`src/rtl/envgen_pkg.sv`:
```
package envgen_pkg;

    localparam int unsigned LVL_W   = 5;
    localparam int unsigned SHAPE_W = 4;
    localparam logic [LVL_W-1:0] LVL_TOP = '1;

    // Shape code fields; bit order follows the register bit order
    typedef struct packed {
        logic cont;
        logic att;
        logic alt;
        logic hold;
    } shape_t;

    typedef struct packed {
        shape_t           shape;
        logic [LVL_W-1:0] step;
        logic             rising;
        logic             frozen;
        logic [LVL_W-1:0] frozen_lvl;
    } stepper_state_t;

endpackage

```
`src/rtl/envgen_prescaler.sv`:
```
module envgen_prescaler #(
    parameter int unsigned PER_W = 16,
    parameter int unsigned SUB_W = 3
) (
    input  logic             clk,
    input  logic             rst_n,
    input  logic             ce_i,
    input  logic             clear_i,
    input  logic [PER_W-1:0] period_i,
    output logic             step_o
);
    localparam int unsigned CNT_W = PER_W + SUB_W;

    typedef struct packed {
        logic [CNT_W-1:0] cnt;
    } pre_state_t;

    pre_state_t       st_d, st_q;
    logic [PER_W-1:0] eff_period;
    logic [CNT_W-1:0] last_cnt;
    logic             at_end;

    always_comb begin
        // Zero period behaves like one
        eff_period = (period_i == '0) ? {{(PER_W-1){1'b0}}, 1'b1} : period_i;
        last_cnt   = {eff_period, {SUB_W{1'b0}}} - {{(CNT_W-1){1'b0}}, 1'b1};
        at_end     = (st_q.cnt >= last_cnt);
        step_o     = ce_i && at_end && !clear_i;

        st_d = st_q;
        if (clear_i) begin
            st_d.cnt = '0;
        end else if (ce_i) begin
            st_d.cnt = at_end ? '0 : st_q.cnt + {{(CNT_W-1){1'b0}}, 1'b1};
        end
    end

    always_ff @(posedge clk or negedge rst_n) begin
        if (!rst_n) begin
            st_q <= '0;
        end else begin
            st_q <= st_d;
        end
    end

endmodule

```
`src/rtl/envgen_stepper.sv`:
```
module envgen_stepper
    import envgen_pkg::*;
(
    input  logic                 clk,
    input  logic                 rst_n,
    input  logic                 restart_i,
    input  logic [SHAPE_W-1:0]   shape_i,
    input  logic                 step_i,
    output logic [LVL_W-1:0]     level_o
);
    stepper_state_t st_d, st_q;
    shape_t         new_shape;
    logic           ramp_done;

    always_comb begin
        new_shape = shape_t'(shape_i);
        ramp_done = (st_q.step == LVL_TOP);

        st_d = st_q;
        if (restart_i) begin
            st_d.shape      = new_shape;
            st_d.step       = '0;
            st_d.rising     = new_shape.att;
            st_d.frozen     = 1'b0;
            st_d.frozen_lvl = '0;
        end else if (step_i && !st_q.frozen) begin
            if (!ramp_done) begin
                st_d.step = st_q.step + {{(LVL_W-1){1'b0}}, 1'b1};
            end else if (!st_q.shape.cont) begin
                st_d.frozen     = 1'b1;
                st_d.frozen_lvl = '0;
            end else if (st_q.shape.hold) begin
                // End value of this ramp, or the other end when alternating
                st_d.frozen     = 1'b1;
                st_d.frozen_lvl = (st_q.rising ^ st_q.shape.alt) ? LVL_TOP : '0;
            end else begin
                st_d.step   = '0;
                st_d.rising = st_q.rising ^ st_q.shape.alt;
            end
        end

        if (st_q.frozen) begin
            level_o = st_q.frozen_lvl;
        end else if (st_q.rising) begin
            level_o = st_q.step;
        end else begin
            level_o = LVL_TOP - st_q.step;
        end
    end

    always_ff @(posedge clk or negedge rst_n) begin
        if (!rst_n) begin
            st_q            <= '0;
            st_q.frozen     <= 1'b1;
            st_q.frozen_lvl <= '0;
        end else begin
            st_q <= st_d;
        end
    end

endmodule

```
`src/rtl/envgen.sv`:
```
module envgen
    import envgen_pkg::*;
#(
    parameter int unsigned PER_W = 16,
    parameter int unsigned SUB_W = 3
) (
    input  logic               clk,
    input  logic               rst_n,
    input  logic               tick_en_i,
    input  logic [PER_W-1:0]   period_i,
    input  logic [SHAPE_W-1:0] shape_i,
    input  logic               restart_i,
    output logic [LVL_W-1:0]   level_o
);
    logic step_pulse;

    envgen_prescaler #(
        .PER_W (PER_W),
        .SUB_W (SUB_W)
    ) u_pre (
        .clk      (clk),
        .rst_n    (rst_n),
        .ce_i     (tick_en_i),
        .clear_i  (restart_i),
        .period_i (period_i),
        .step_o   (step_pulse)
    );

    envgen_stepper u_step (
        .clk       (clk),
        .rst_n     (rst_n),
        .restart_i (restart_i),
        .shape_i   (shape_i),
        .step_i    (step_pulse),
        .level_o   (level_o)
    );

endmodule

```
`config.mk`:
```
export PLATFORM = sky130hd
export DESIGN_NAME = envgen
export DESIGN_NICKNAME = d
export VERILOG_FILES = /design/src/rtl/envgen_pkg.sv /design/src/rtl/envgen_prescaler.sv /design/src/rtl/envgen_stepper.sv /design/src/rtl/envgen.sv
export SDC_FILE = /design/constraint.sdc
export NUM_CORES = 1
export LEC_CHECK = 0
export BUFFER_PORTS_ARGS = -buffer_cell sky130_fd_sc_hd__buf_4
export CORE_AREA = 2 2 111 59
export CTS_CLUSTER_DIAMETER = 150
export DETAILED_ROUTE_END_ITERATION = 7
export DIE_AREA = 0 0 113 61
export GPL_TIMING_DRIVEN = 0
export PLACE_DENSITY = 0.56
export SYNTH_ARGS = -nofsm -noshare
export SYNTH_HDL_FRONTEND = slang
export SYNTH_SLANG_ARGS = --single-unit
```
`constraint.sdc`:
```
create_clock -name clk -period 2.95 [get_ports clk]
set_clock_uncertainty 0.2 [all_clocks]
set_input_delay 0.59 -clock clk [delete_from_list [all_inputs] [get_ports clk]]
set_output_delay 0.59 -clock clk [all_outputs]
set_load 0.03 [all_outputs]
```
# Yosys cells after proc, flatten, opt, wreduce, memory -nomap -nowiden
# Index checks and enable logic that the tools add are counted.
# classes
n_addsub	4
n_lt_le_gt_ge	1
eq_ne	5
muxes	15
bitwise	1
reduce_logical	13
# op_table
operator	n
$mux W19	3
$mux W12	2
$mux W6	4
$mux W5	4
$add A19 B1 Y19 const B	1
$ge A19 B19 Y1	1
$sub A19 B1 Y19 const B	1
$logic_not A16 Y1	1
$mux W16	1
$reduce_bool A2 Y1	4
$mux W7	1
$ne A3 B3 Y1 const B	2
$reduce_and A3 Y1	2
$add A5 B1 Y5 const B	1
$eq A5 B5 Y1 const B	1
$sub A5 B5 Y5 const A	1
$reduce_and A4 Y1	1
$logic_and A1 B1 Y1	3
$ne A3 B2 Y1 const B	1
$logic_not A1 Y1	2
$ne A2 B2 Y1 const B	1
$xor A1 B1 Y1	1
# totals
reg_bits	34
out_inout_bits	5
elab_cells	47

# Logic depth before layout (Yosys ltp)
# Gate-level depths: netlist of the first run.
# logic_depth
word_depth	9
depth_mapped	18
ltp_nobuf	17

# Cells and area by module
# From an unflattened synthesis of the first run, not the netlist that was laid out.
# hier_totals
hier_cells	261
hier_area_um2	2363.5
# modules_own_cells
mod	instances	cells_each	area_per_inst_um2
envgen_prescaler	1	201	1701.6
envgen_stepper	1	60	661.9

# Worst setup path after synthesis of the first run
# Ideal clock, no wire load.
# synth_path
path_kind	input port to flip-flop
from	input period_i[7]
to	register u_step.st_q[10] (netlist name)
setup_time_ns	0.126
arrival_time_ns	4.144
slack_ns	-1.520
cell_stages	18
n_path_buf	1
path_cell_list	or4_4 -> or3_4 -> nor2_1 -> nand3_1 -> nor2_1 -> nor2_1 -> ha_1 -> nand2_1 -> nor4_1 -> xnor2_1 -> ha_1 -> a21o_1 -> a21o_1 -> a221oi_1 -> a21oi_1 -> clkbuf_1 -> nor4bb_1 -> a311o_1
# synth_via
elab_chain_len	9
# synth_lines
item	line	rtl
start, declared	envgen.sv:10	input logic [PER_W-1:0] period_i,
$logic_not A16 Y1	envgen_prescaler.sv:25	eff_period = (period_i == '0) ? {{(PER_W-1){1'b0}}, 1'b1} : period_i;
$mux W16 (*)	envgen_prescaler.sv:25	
$sub A19 B1 Y19 (*)	envgen_prescaler.sv:26	last_cnt = {eff_period, {SUB_W{1'b0}}} - {{(CNT_W-1){1'b0}}, 1'b1};
$ge A19 B19 Y1 (*)	envgen_prescaler.sv:27	at_end = (st_q.cnt >= last_cnt);
$logic_and A1 B1 Y1 (*) (2 in series)	envgen_prescaler.sv:28	step_o = ce_i && at_end && !clear_i;
$logic_and A1 B1 Y1 (*)	envgen_stepper.sv:26	end else if (step_i && !st_q.frozen) begin
$reduce_bool A2 Y1 (no source line) (*)	-	
$reduce_and A3 Y1 (no source line) (*)	-	
end signal, assigned	envgen_stepper.sv:57	st_q <= st_d;
end, declared	envgen_stepper.sv:11	stepper_state_t st_d, st_q;
# Every way passes the cells marked *; elsewhere a longest branch is shown, timed or not.
# A chain may end at the register's enable or synchronous reset.

# Final worst setup path of the first run
# layout_path
from	input period_i[8]
to	register u_pre.st_q[4] (netlist name)
# layout_via
elab_chain_len	7
# layout_lines
item	line	rtl
$logic_not A16 Y1	envgen_prescaler.sv:25	
$mux W16 (*)	envgen_prescaler.sv:25	
$sub A19 B1 Y19 (*)	envgen_prescaler.sv:26	
$ge A19 B19 Y1 (*)	envgen_prescaler.sv:27	
$mux W19 (*)	envgen_prescaler.sv:34	st_d.cnt = at_end ? '0 : st_q.cnt + {{(CNT_W-1){1'b0}}, 1'b1};
$mux W19 (*)	envgen_prescaler.sv:33	end else if (ce_i) begin
$mux W19 (*)	envgen_prescaler.sv:31	if (clear_i) begin
end signal, assigned	envgen_prescaler.sv:42	st_q <= st_d;
end, declared	envgen_prescaler.sv:18	pre_state_t st_d, st_q;
# Every way passes the cells marked *; elsewhere a longest branch is shown, timed or not. The select of a mux whose other input is x is not followed.

==> key figures, run 1 <==
Cells and area
  – Fin area: 3340 µm²
  – Nets@finish: 368
  – Layout cell share with drive strength beyond 1: 38.2%
  – Synthesis-to-finish area growth: 44.0%
  – Final core utilization: 56.6%
  – Diodes inserted: 0

STA
  – Period utilisation layout: 147%
  – Final Max Slew Viols: 0
  – Tmin final: 4340 ps
  – Worst Max-Slew Pin Slew: 663 ps
  – RSZ-0062 raised after global routing: yes
  – Hold_ws: 43.1 ps
  – Headroom to the max-slew limit: 55.8%
  – Fmax: 0.230 GHz
  – Final setup fails: 27
  – Hold violation total from the final report: 0
  – Final WS setup: -1390 ps

Run status
  – Violated checks: design-rule violations, negative setup slack
  – Outcome: finished with violations

Worst setup path
  – Crit path arrival time: 4310 ps
  – Max incr delay on CP: 530 ps
  – CP endpoint kind: flop
  – Buf/Inv on CP: 4
  – Crit Path Class: in -> reg
  – CP cell instances: buf_6 -> or4_4 -> or3_4 -> nor2_4 -> nand3_4 -> nor2_4 -> nor2_1 -> ha_2 -> nand2_4 -> nor2_4 -> xnor2_2 -> ha_1 -> nand3_2 -> nor3_4 -> o211ai_1 -> buf_4 -> nand3_4 -> clkbuf_16 -> buf_4 -> o21ai_2 -> a21o_1
  – Crit path launch type: primary input
  – Delay-heaviest family, CP: simple AND/OR/NAND/NOR gates
  – Most frequent CP cell: nor2_4
  – Critical Path RT: 2920 ps
  – CP max-delay cell: or4_4
  – Worst Path Max Fanout: 8

Synthesis
  – Syn avg cell area: 8.69 µm²
  – #FFs+latches synth: 30
  – Synthesized cell area: 2320 µm²
  – Yosys top cell area share: 31.3%
  – Synth unique cells: 48
  – Syn Inst Count: 267
  – Main flop type after synthesis: dfrtp_1
  – Synth top area cells: dfrtp_1 31%, ha_1 11%, o21ai_0 4.5%
  – Post-synth EDFFs: 0
  – Synthesized Nets: 311
  – Warnings from Yosys: 0
  – Post-synth ARST share: 100%
  – Synth area leader: dfrtp_1
  – Sequential-to-total area share from yosys stat: 32.4%

Clock tree
  – Hold-fix buffers at CTS: 0
  – Clock Latency Late Sink: 280 ps
  – CTS Buffer Depth: 2
  – Num CTS Buffers: 5
  – CTS H-tree depth: 2
  – Clock tree from TritonCTS: yes
  – # clock sinks: 30
  – Clk pin slew, worst setup/hold paths: 50 ps
  – Root Buffer Master: clkbuf_16

Hold path
  – Hold Crit Class: in -> async

Drt
  – # DRC: 1
  – Vias post-DR: 2210
  – WL per Instance: 16.6 µm
  – DRT Pass-1 Iters: 6
  – DRT iter0 DRCs: 164
  – Drt via density: 5.50
  – Post-DRT Antenna Nets: 0
  – Final WL: 6.66 mm

Place
  – Port Buf Inserts: 28
  – Dpl hpwl: 4.68 mm
  – Placer congestion estimate: 0.815
  – Placement Setup Slack: -2020 ps
  – Placed cell area: 2680 µm²

Floorplanning
  – Ports: 29
  – Die height: 61 µm
  – Die Area: 6890 µm²
  – Die X-Extent: 113 µm
  – Core area: 5910 µm²
  – Initial Utilization: 39.3%
  – FP Rows: 20

Global route
  – Largest net degree at the start of global routing: 31
  – Initial antenna violation count: 0
  – Grt total ovfl: 0
  – Global-route wire length before repair: 10.8 mm
  – Global Route Usage Sum: 20.8%
  – Vias in the first global route: 2065

Power and ir drop
  – PD cells: 356 nW/µm²
  – P_leak: 1.53 nW
  – Maximum VDD drop: 0.331 mV

Flow run
  – Max Cap Violations: 0
-- where the power goes --
group	leakage [nW]	switching [mW]	total, mW	internal (mW)
combinational	1.05	0.125	0.235	0.111
sequential	0.405	0.0144	0.439	0.425
clock	0.0739	0.181	0.515	0.334
-- per-stage QoR --
step | total power [mW] | cells | setup TNS, ps
floorplan | 0.545 | 267 | -30960
global placement | 0.620 | 372 | -48850
detailed placement | 0.624 | 372 | -50300
CTS | 1.20 | 400 | -36150
global route | 1.25 | 402 | -39900
finish | 1.19 | 402 | -35320
-- sequential cells by signal, indices dropped and copies added, names as in the netlist --
| register | count |
|---|---|
| u_step.st_q | 11 |
| u_pre.st_q | 19 |
-- area by class of cell --
class                           instances  area (µm²)
Timing Repair Buffer                   51         442
Clock inverter                          1        5.00
Sequential cell                        30         752
Fill cell                             536        2560
Tap cell                               77        96.3
Clock buffer                            7         143
Multi-Input combinational cell        224        1820
Inverter                                5        18.8
Buffer                                  7        66.3
-- worst reg2reg max path, stage by stage (launching register included) --
cell and delay [ps]:
dfrtp_1 440, ha_1 360, nand3_2 130, nor3_4 270
o211ai_1 240, buf_4 220, nand3_4 140, clkbuf_16 190
buf_4 110, o21ai_2 40, a21o_1 160
-- cell usage in the layout, fill, tap and decap left out, drive strengths merged, types with 11 or more instances in the layout --
cell	instances
buf	53
dfrtp	29
o21ai	22
nand3	12
ha	20
nand2	26
nor2	23
a21oi	11
clkbuf	12
-- Yosys cell counts, types with 3 or more instances --
library cell / number
dfrtp_1: 29
xnor2_1: 9
a21oi_1: 11
and3_1: 10
nand3_1: 12
clkbuf_1: 8
nand4_1: 3
nand2_1: 26
mux2_2: 3
xor2_1: 10
nor2b_1: 6
o21ai_0: 21
ha_1: 20
nor3_1: 6
nor4_1: 4
or2_2: 3
inv_1: 5
a21o_1: 10
nor2_1: 23
o22a_1: 5
nor3b_1: 8
-- final timing paths --
| kind | cells past startpoint | slack (ps) | start | to |
|---|---|---|---|---|
| setup reg to reg | 10 | 340 | u_pre.st_q[14]$_DFFE_PN0P_ | u_pre.st_q[4]$_DFFE_PN0P_ |
| hold / removal | 1 | 40 | rst_n | u_pre.st_q[0]$_DFFE_PN0P_ |
| hold reg to reg | 1 | 340 | u_pre.st_q[0]$_DFFE_PN0P_ | u_pre.st_q[0]$_DFFE_PN0P_ |
| setup / recovery | 21 | -1390 | period_i[8] | u_pre.st_q[4]$_DFFE_PN0P_ |
| max in group asynchronous | 1 | 2180 | rst_n | u_step.st_q[5]$_DFFE_PN1P_ |
| min in group clk | 3 | 330 | shape_i[2] | u_step.st_q[6]$_DFFE_PN0P_ |
-- layer usage --
| layer | vias up | GRT usage [%] | wire [µm] |
|---|---|---|---|
| met4 | 0 | 2.61 | 16 |
| met5 | - | 0 | 0 |
| li1 | 1098 | - | - |
| met1 | 1063 | 33.3 | 3730 |
| met3 | 2 | 6.49 | 415 |
| met2 | 47 | 27.3 | 2500 |
-- what timing repair did --
item,CTS,global route
endpoints found under the hold margin,0,0
endpoints found under the setup margin,27,27
resized for setup,66,22
cloned,2,0
setup buffers,18,5
pin swaps,42,17
-- cell families (layout without fill, tap and decap cells) --
logic type	Yosys count	in the layout	share of synthesized area (%)
fa+ha+maj	20	20	10.8
flops	30	30	32.4
compound gates	65	65	18.8
buf+inv	13	71	2.10
xor+xnor	19	19	7.17
mux	3	3	1.46
simple gates	117	117	27.3
(Power assumes the default switching activity.)
==> run 2: changes to the inputs <==
--- a/config.mk
+++ b/config.mk
@@ -5,13 +5,14 @@
 export SDC_FILE = /design/constraint.sdc
 export NUM_CORES = 1
 export LEC_CHECK = 0
+export ABC_AREA = 1
 export BUFFER_PORTS_ARGS = -buffer_cell sky130_fd_sc_hd__buf_4
-export CORE_AREA = 2 2 111 59
+export CORE_AREA = 2 2 116 62
 export CTS_CLUSTER_DIAMETER = 150
 export DETAILED_ROUTE_END_ITERATION = 7
-export DIE_AREA = 0 0 113 61
+export DIE_AREA = 0 0 118 64
 export GPL_TIMING_DRIVEN = 0
-export PLACE_DENSITY = 0.56
+export PLACE_DENSITY = 0.55
 export SYNTH_ARGS = -nofsm -noshare
 export SYNTH_HDL_FRONTEND = slang
 export SYNTH_SLANG_ARGS = --single-unit
==> key figures, run 2 <==
Global route
  – Grt total ovfl: 0
  – Global-route wire length before repair: 11.6 mm
  – Largest net degree at the start of global routing: 31
  – Initial antenna violation count: 0
  – Global Route Usage Sum: 19.8%
  – Vias in the first global route: 2239

Run status
  – Violated checks: negative setup slack
  – Outcome: finished with violations

Cells and area
  – Final core utilization: 55.3%
  – Largest Register: u_pre.st_q
  – Synthesis-to-finish area growth: 42.0%
  – Fin area: 3590 µm²
  – Max FFs per register: 19
  – Commonest cells after routing, fill and taps aside: 69 x nand2_1, 34 x inv_1, 29 x buf_4, 29 x dfrtp_1, 25 x nor2_1
  – Top Registers: u_pre.st_q (19), u_step.st_q (11)
  – Nets@finish: 447
  – Diodes inserted: 0
  – Layout cell share with drive strength beyond 1: 35.9%
  – Commonest non-fill, non-tap cell in the layout: nand2_1

Floorplanning
  – Die Area: 7550 µm²
  – Die height: 64 µm
  – Ports: 29
  – FP Rows: 21
  – Core area: 6490 µm²
  – Die X-Extent: 118 µm
  – Initial Utilization: 39.0%

STA
  – Sum Neg Setup Slack: -8420 ps
  – RSZ-0062 raised after global routing: yes
  – Tmin final: 3310 ps
  – Final Max Slew Viols: 0
  – Final WS setup: -361 ps
  – Fmax: 0.302 GHz
  – Hold violation total from the final report: 0
  – Final setup fails: 27
  – Worst Max-Slew Pin Slew: 515 ps
  – Headroom to the max-slew limit: 65.5%
  – Period utilisation layout: 112%
  – Hold_ws: 34.7 ps

Worst setup path
  – Crit path launch type: primary input
  – Worst Path Max Fanout: 7
  – R2r startpoint: u_pre.st_q[6]$_DFFE_PN0P_
  – Critical Path RT: 2910 ps
  – Crit Path Class: in -> reg
  – Crit path arrival time: 3270 ps
  – CP startpoint: period_i[4]
  – CP endpoint kind: flop

Synthesis
  – Syn Inst Count: 349
  – Yosys top cell area share: 28.7%
  – Mux cell area share after synthesis: 0%
  – Synth top area cells: dfrtp_1 29%, nand2_1 12%, ha_1 9.9%
  – Top-count cell post-synth: nand2_1
  – Post-synth EDFFs: 0
  – Synth unique cells: 35
  – Synthesized cell area: 2530 µm²
  – Post-synthesis adder-cell area fraction: 9.90%
  – Main flop type after synthesis: dfrtp_1
  – Warnings from Yosys: 0
  – Post-synth ARST share: 100%
  – Simple-Gate Fraction of Synth Area: 33.7%
  – Largest family of logic cells by synthesized area: simple AND/OR/NAND/NOR gates
  – Complex-gate fraction of the synthesized area: 11.3%
  – Post-Synth XOR/XNOR Area: 7.97%
  – Sequential-to-total area share from yosys stat: 29.7%
  – Synthesized Nets: 393
  – Synth area leader: dfrtp_1
  – Syn avg cell area: 7.25 µm²
  – #FFs+latches synth: 30
  – Top post-synthesis cells by count: 79 x nand2_1, 37 x inv_1, 35 x nor2_1, 29 x dfrtp_1, 24 x o21ai_0

Drt
  – WL per Instance: 13.8 µm
  – # DRC: 0
  – Vias post-DR: 2438
  – Post-DRT Antenna Nets: 0
  – DRT iter0 DRCs: 154
  – Drt via density: 4.92
  – Final WL: 6.86 mm
  – DRT Pass-1 Iters: 5

Clock tree
  – Num CTS Buffers: 5
  – CTS Buffer Depth: 2
  – Root Buffer Master: clkbuf_16
  – CTS H-tree depth: 2
  – Clock tree from TritonCTS: yes
  – Hold-fix buffers at CTS: 0
  – Clock Latency Late Sink: 280 ps
  – Clk pin slew, worst setup/hold paths: 60 ps
  – # clock sinks: 30

Place
  – Port Buf Inserts: 28
  – Dpl hpwl: 4.92 mm
  – Placer congestion estimate: 0.843
  – Placed cell area: 2900 µm²

Flow run
  – Max Cap Violations: 0

Power and ir drop
  – Total Power: 1.32 mW
  – Maximum VDD drop: 0.191 mV
  – P_leak: 1.57 nW
  – PD cells: 367 nW/µm²

Hold path
  – Hold Crit Class: in -> async
run 2: cell types whose count changed in the layout (fill, tap and decap cells not counted), moves of 10 or more:
cell	delta
nand2_1	+45
inv_1	+29
buf_4	-13
o21ai_0	+13
nand2_2	+11
and3_1	-10
run 2: kinds of logic after synthesis:
| family | after synthesis |
|---|---|
| simple gates | 176 |
| compound gates | 53 |
| buf+inv | 47 |
| flops | 30 |
| xor+xnor | 23 |
| fa+ha+maj | 20 |
run 2: worst paths after layout:
| path | to | slack, ps | cells past startpoint |
|---|---|---|---|
| setup / recovery | u_pre.st_q[3]$_DFFE_PN0P_ | -360 | 23 |
| hold / removal | u_pre.st_q[15]$_DFFE_PN0P_ | 30 | 1 |
| setup reg to reg | u_pre.st_q[3]$_DFFE_PN0P_ | 720 | 10 |
| hold reg to reg | u_step.st_q[13]$_DFFE_PN0P_ | 290 | 2 |
| max in group asynchronous | u_step.st_q[5]$_DFFE_PN1P_ | 2170 | 1 |
| min in group clk | u_step.st_q[13]$_DFFE_PN0P_ | 290 | 2 |
run 2: layout make-up:
cell class,count,area [µm²]
Sequential cell,30,752
Multi-Input combinational cell,273,1930
Clock buffer,7,143
Buffer,4,27.5
Inverter,43,166
Fill cell,616,2900
Tap cell,92,115
Clock inverter,1,5.00
Timing Repair Buffer,46,448
run 2: worst max-delay path, cell delays in order:
cell,delay (ps)
buf_8,100
or2_4,250
nor2_4,110
nand3_2,100
nand2_4,90
inv_2,40
ha_4,160
nand3_4,70
nor2_4,50
nand3_2,80
nor3_2,50
xor2_1,140
inv_1,90
ha_4,280
nand2_4,50
nor2_4,170
nand3_2,80
nor2_1,110
nor2_1,70
nand3_2,110
nand3b_4,230
buf_8,170
o22ai_2,60
run 2: report_power, final:
group | internal (mW) | total (mW) | switching (mW)
logic | 0.142 | 0.337 | 0.196
registers | 0.436 | 0.456 | 0.0202
clock network | 0.334 | 0.525 | 0.191
total | 0.912 | 1.32 | 0.406
run 2: per-layer routing:
layer  GRT usage (%)  wire (µm)  vias to the layer above
met5               0          0                        -
met4            4.37         51                        0
met3            4.64        353                        6
met2            23.4       2470                       43
met1            33.7       3980                     1123
li1                -          -                     1266
run 2: stage by stage:
step	cells	setup WS, ps
2_1_floorplan	349	-268
3_3_place_gp	469	-845
3_5_place_dp	469	-854
4_1_cts	489	-376
5_1_grt	496	-499
6_report	496	-361
run 2: timing repair:
action / in CTS / in global routing
endpoints found under the setup margin: 27 / 27
setup buffers: 10 / 7
pin swaps: 26 / 21
resized for setup: 57 / 37
gates cloned: 2 / 0
